--- src/rtl/lbs_pkg.sv ---
package lbs_pkg;
  typedef enum logic [2:0] {
    ST_IDLE,
    ST_T1,
    ST_T2_FIRST,
    ST_T2_WAIT,
    ST_ISA_FWD,
    ST_DONE
  } lbs_state_e;

  typedef enum logic [1:0] {
    OWN_NONE,
    OWN_MEM,
    OWN_LOCAL,
    OWN_ISA
  } lbs_owner_e;
endpackage

--- src/rtl/lbs_claim_merge.sv ---
module lbs_claim_merge #(
  parameter int N_SLOTS = 4
) (
  input  logic [N_SLOTS-1:0] claim_n,
  output logic               claimed
);
  logic [N_SLOTS:0] any_low;

  assign any_low[0] = 1'b0;
  for (genvar g = 0; g < N_SLOTS; g++) begin : g_slot
    assign any_low[g+1] = any_low[g] | ~claim_n[g];
  end
  assign claimed = any_low[N_SLOTS];
endmodule

--- src/rtl/lbs_start_stage.sv ---
module lbs_start_stage (
  input  logic clk,
  input  logic rst,
  input  logic delay_en,
  input  logic start_in,
  output logic start_eff,
  output logic pending
);
  logic start_q;

  always_ff @(posedge clk) begin
    if (rst) start_q <= 1'b0;
    else     start_q <= start_in;
  end

  assign start_eff = delay_en ? start_q : start_in;
  assign pending   = delay_en & start_q;
endmodule

--- src/rtl/lbs_wdog.sv ---
module lbs_wdog #(
  parameter int WD_W = 8
) (
  input  logic            clk,
  input  logic            rst,
  input  logic            run,
  input  logic [WD_W-1:0] limit,
  output logic            expired
);
  logic [WD_W-1:0] cnt;

  always_ff @(posedge clk) begin
    if (rst || !run) begin
      cnt     <= '0;
      expired <= 1'b0;
    end else begin
      cnt     <= cnt + WD_W'(1);
      expired <= expired | ((cnt + WD_W'(1)) == limit);
    end
  end


  expire_run_chk: assert property (@(posedge clk) disable iff (rst)
    expired |-> $past(run));
endmodule

--- src/rtl/lbus_cycle_steer.sv ---
module lbus_cycle_steer
  import lbs_pkg::*;
#(
  parameter int N_SLOTS = 4,
  parameter int ADDR_W  = 32,
  parameter int CMD_W   = 3,
  parameter int WD_W    = 8
) (
  input  logic              clk,
  input  logic              rst,
  input  logic              cfg_start_delay,
  input  logic              cfg_late_sample,
  input  logic [WD_W-1:0]   wd_limit,
  input  logic              cpu_start,
  input  logic [ADDR_W-1:0] cpu_addr,
  input  logic [CMD_W-1:0]  cpu_cmd,
  input  logic              mem_hit,
  input  logic [N_SLOTS-1:0] slot_claim_n,
  input  logic              mem_rdy,
  input  logic              isa_rdy,
  input  logic              local_rdy,
  output logic              bus_strobe,
  output logic [ADDR_W-1:0] bus_addr,
  output logic [CMD_W-1:0]  bus_cmd,
  output logic              isa_start,
  output logic              route_local,
  output logic              cpu_rdy,
  output logic              wdog_err
);
  lbs_state_e state;
  lbs_owner_e owner;
  logic cfg_delay_q, cfg_late_q;
  logic start_eff, pending, claimed, sample_now, cfg_open;

  lbs_claim_merge #(.N_SLOTS(N_SLOTS)) claim_i (
    .claim_n (slot_claim_n),
    .claimed (claimed)
  );

  lbs_start_stage start_i (
    .clk       (clk),
    .rst       (rst),
    .delay_en  (cfg_delay_q),
    .start_in  (cpu_start),
    .start_eff (start_eff),
    .pending   (pending)
  );

  lbs_wdog #(.WD_W(WD_W)) wdog_i (
    .clk     (clk),
    .rst     (rst),
    .run     (route_local),
    .limit   (wd_limit),
    .expired (wdog_err)
  );

  assign cfg_open    = (state == ST_IDLE) && !pending;
  assign route_local = (state == ST_T2_WAIT) && (owner == OWN_LOCAL);
  assign sample_now  = ((state == ST_T2_FIRST) && !cfg_late_q) ||
                       ((state == ST_T2_WAIT) && (owner == OWN_NONE));

  // configuration and address capture between cycles
  always_ff @(posedge clk) begin
    if (rst) begin
      cfg_delay_q <= 1'b0;
      cfg_late_q  <= 1'b0;
      bus_addr    <= '0;
      bus_cmd     <= '0;
    end else if (cfg_open) begin
      cfg_delay_q <= cfg_start_delay;
      cfg_late_q  <= cfg_late_sample;
      if (cpu_start) begin
        bus_addr <= cpu_addr;
        bus_cmd  <= cpu_cmd;
      end
    end
  end

  always_ff @(posedge clk) begin
    if (rst) begin
      state      <= ST_IDLE;
      owner      <= OWN_NONE;
      bus_strobe <= 1'b0;
      isa_start  <= 1'b0;
      cpu_rdy    <= 1'b0;
    end else begin
      bus_strobe <= 1'b0;
      isa_start  <= 1'b0;
      cpu_rdy    <= 1'b0;
      case (state)
        ST_IDLE: begin
          if (start_eff) begin
            state      <= ST_T1;
            owner      <= OWN_NONE;
            bus_strobe <= 1'b1;
          end
        end
        ST_T1: state <= ST_T2_FIRST;
        ST_T2_FIRST, ST_T2_WAIT: begin
          if (owner == OWN_NONE) begin
            if (mem_hit) begin
              owner <= OWN_MEM;
              state <= ST_T2_WAIT;
            end else if (sample_now) begin
              if (claimed) begin
                owner <= OWN_LOCAL;
                state <= ST_T2_WAIT;
              end else begin
                owner     <= OWN_ISA;
                state     <= ST_ISA_FWD;
                isa_start <= 1'b1;
              end
            end else begin
              state <= ST_T2_WAIT;
            end
          end else if (owner == OWN_MEM) begin
            if (mem_rdy) begin
              cpu_rdy <= 1'b1;
              state   <= ST_DONE;
            end
          end else if (owner == OWN_LOCAL) begin
            if (local_rdy) state <= ST_DONE;
          end else begin
            state <= ST_DONE;
          end
        end
        ST_ISA_FWD: begin
          if (isa_rdy) begin
            cpu_rdy <= 1'b1;
            state   <= ST_DONE;
          end
        end
        ST_DONE: state <= ST_IDLE;
        default: state <= ST_IDLE;
      endcase
    end
  end


  local_no_rdy_chk: assert property (@(posedge clk) disable iff (rst)
    (state == ST_DONE && owner == OWN_LOCAL) |-> !cpu_rdy);


  strobe_excl_chk: assert property (@(posedge clk) disable iff (rst)
    $onehot0({bus_strobe, isa_start, cpu_rdy}));


  strobe_phase_chk: assert property (@(posedge clk) disable iff (rst)
    bus_strobe |=> (state == ST_T2_FIRST));


  isa_no_hit_chk: assert property (@(posedge clk) disable iff (rst)
    $rose(isa_start) |-> !$past(mem_hit));


  cfg_stable_chk: assert property (@(posedge clk) disable iff (rst)
    (state != ST_IDLE && $past(state) != ST_IDLE) |->
      ($stable(cfg_late_q) && $stable(cfg_delay_q)));
endmodule

--- config.mk ---
export PLATFORM = sky130hd
export DESIGN_NAME = lbus_cycle_steer
export DESIGN_NICKNAME = d
export VERILOG_FILES = /design/src/rtl/lbs_pkg.sv /design/src/rtl/lbs_claim_merge.sv /design/src/rtl/lbs_start_stage.sv /design/src/rtl/lbs_wdog.sv /design/src/rtl/lbus_cycle_steer.sv
export SDC_FILE = /design/constraint.sdc
export NUM_CORES = 1
export LEC_CHECK = 0
export BUFFER_PORTS_ARGS = -buffer_cell sky130_fd_sc_hd__buf_2
export CAP_MARGIN = 15
export CORE_ASPECT_RATIO = 0.8
export CORE_MARGIN = 10
export CORE_UTILIZATION = 39
export DETAILED_ROUTE_END_ITERATION = 8
export GPL_ROUTABILITY_DRIVEN = 1
export PLACE_DENSITY_LB_ADDON = 0.3
export SKIP_LAST_GASP = 1
export SLEW_MARGIN = 20
export SYNTH_ARGS = -nofsm -noshare
export SYNTH_HDL_FRONTEND = slang
export SYNTH_SLANG_ARGS = --single-unit
--- constraint.sdc ---
create_clock -name clk -period 2.1 [get_ports clk]
set_input_delay 0.42 -clock clk [delete_from_list [all_inputs] [get_ports clk]]
set_output_delay 0.42 -clock clk [all_outputs]
set_load 0.02 [all_outputs]
==> run summary <==
Setup crit start = wdog_i.cnt[0]
Post-CTS Setup Bufs = 0
Synth top area share = 0.493
kind of start point of the critical path = flop
Mean Syn Cell Area = 8.09 um2
Syn Inst Count = 276
syn_nets = 333
min-delay worst type = in -> reg
first-pass GRT wire length = 9400 um
Reg2Reg Depth = 6
Slew @ Worst Pin = 478 ps
Post-synth ARST share = 0
final wirelength = 5740 um
Synth Register Bits = 55
worst IR drop on VDD = 579 uV
number of port buffers = 95
DR vias = 2,070
core area = 5500 um2
hold depth = 3
Crit. End Element = flop
ant diodes = 0
Area Overhead vs Synth = 28.6%
Ys Warns = 0
Design Power = 3.09 mW
DP HPWL = 4330 um
fin util = 0.523
clock sink count = 55
TritonCTS clock tree = yes
vias in the first global route = 1,990
die height = 87.7 um
nets = 422
largest net degree at the start of global routing = 47
num rows = 24
Max Fclk = 0.583 GHz
Top FF cell, synth = dfxtp_1
Post-synth EDFFs = 0
layout cells sized above 1 = 0.303
fillers = 562
most frequent cell after synthesis = nand2_1
RSZ-0062 raised after global routing = false
min Tclk post-route = 1720 ps
GR Overflow Total = 0
Post-Syn Area = 2230 um2
leakage power = 1.25 nW
post-route ant nets = 0
Setup violations, final = 0
clk_skew = 7.51 ps
Vias/cell = 4.66
final hold vios = 0
CTS Buf Count = 5
Final Wtd Congestion = 0.825
critical path required time = 2310 ps
CP Cell Sequence = ha_1 > and3_1 > xnor2_1 > a221oi_1 > a31oi_1 > nor4_2
clk buf depth = 2
main area contributors after synthesis = dfxtp_1 49%, nand2_1 13%, a21oi_1 9.4%
status = finished clean
number of max-cap violations = 0
die span in x = 105 um
Tot GR Track Use = 0.122
Crit Path Class = reg -> reg
Root Buffer = clkbuf_8
post-synthesis cell type count = 36
Slew Viols, Final = 0
Detailed Route Iter0 Violations = 95
CP peak stage delay = 420 ps
Synth area leader = dfxtp_1
Initial Util = 0.406
top post-synthesis cells by count = 76 x nand2_1, 55 x dfxtp_1, 42 x a21oi_1, 23 x nor2_1, 10 x xnor2_1
CTS resizes = 0
Hold Crit Start = cpu_addr[25]
R2R Path Start = wdog_i.cnt[0]
Clk Latency, worst-skew pair = 300 ps
# DRC = 0
crit-path max FO = 6
register area share after synthesis = 0.493
Slew HR = 0.681
final period utilization = 0.817
Slowest-stage cell, CP = dfxtp_1
initial antenna violation count = 0
CTS Hold Bufs = 0
# H-tree levels = 2
drt wl/cell = 12.9 um
Worst-path clk slew = 100 ps
DRT Pass-1 Iters = 4
worst hold margin = 339 ps
die area = 9170 um2
Setup TNS = 0 ps
Worst EP arrival = 1930 ps
Pwr Density = 1080 nW/um2
I/O pins = 96
==> cell usage in the layout (no fill, tap or decap), types with 3 or more instances in the layout <==
cell type and n:
or3_1 3, nor3_1 3, clkbuf_8 6, inv_1 3, o21ai_0 3, xor2_1 3
dfxtp_1 55, nand2b_1 3, buf_2 95, nand2_1 76, nor2_1 23, nand3_1 7
a21oi_1 42, xnor2_1 10
==> cell families (layout without fill, tap and decap cells) <==
| group | Yosys count | count (layout) | share of synthesized area |
|---|---|---|---|
| AND/OR/NAND/NOR | 129 | 129 | 0.258 |
| AO/OA/AOI/OAI | 57 | 57 | 0.142 |
| flip-flops | 55 | 55 | 0.493 |
| buffers and inverters | 19 | 109 | 0.0353 |
| XOR/XNOR | 14 | 14 | 0.0611 |
| adder cells (fa/ha/maj) | 1 | 1 | 0.00560 |
| multiplexers | 1 | 1 | 0.00448 |
==> registers in the layout, summed over array words and instances, names as in the netlist, 2 cells and up <==
signal and cells:
wdog_i.cnt 8, state 3, owner 2, bus_addr 32, bus_cmd 3
==> layout make-up <==
class | instances | area [um2] | area share
Clock inverter | 2 | 16.3 | 0.00566
Multi-Input combinational cell | 202 | 1050 | 0.366
Tap cell | 78 | 97.6 | 0.0340
Sequential cell | 55 | 1100 | 0.383
Timing Repair Buffer | 98 | 510 | 0.178
Clock buffer | 6 | 82.6 | 0.0288
Inverter | 3 | 11.3 | 0.00392
==> metrics by stage <==
| step | instances | setup WS, ps | cell area [um2] |
|---|---|---|---|
| 3_5_place_dp | 436 | 370 | 2770 |
| 3_3_place_gp | 436 | 397 | 2770 |
| 4_1_cts | 444 | 370 | 2870 |
| 2_1_floorplan | 276 | 508 | 2230 |
| 5_1_grt | 444 | 266 | 2870 |
| 6_report | 444 | 385 | 2870 |
==> worst max-delay path: cells and delay by family, from the launching register on <==
kind,cells,cell delay [ps]
AO/OA/AOI/OAI,2,470
AND/OR/NAND/NOR,2,430
flip-flops,1,420
adder cells (fa/ha/maj),1,200
XOR/XNOR,1,110
==> routing by layer <==
| layer | part of all wire | wire length (um) | global-route usage | vias to the layer above |
|---|---|---|---|---|
| met5 | 0 | 0 | 0 | - |
| met4 | 0.0031 | 18 | 0.0261 | 0 |
| met3 | 0.13 | 744 | 0.0792 | 2 |
| met2 | 0.44 | 2500 | 0.194 | 71 |
| met1 | 0.43 | 2470 | 0.137 | 905 |
| li1 | - | - | - | 1092 |
==> where the power goes <==
| group | total, mW | switching (mW) | internal [mW] | leakage, nW |
|---|---|---|---|---|
| clock network | 0.611 | 0.341 | 0.270 | 0.0474 |
| logic | 1.12 | 0.711 | 0.407 | 0.758 |
| registers | 1.36 | 0.128 | 1.24 | 0.449 |
==> worst paths after layout <==
check        slack (ps)             end
min                 340    bus_addr[25]
max                 380  wdog_i.expired
min reg2reg         460     bus_addr[8]
max reg2reg         380  wdog_i.expired
Power figures use the tool's default switching activity.
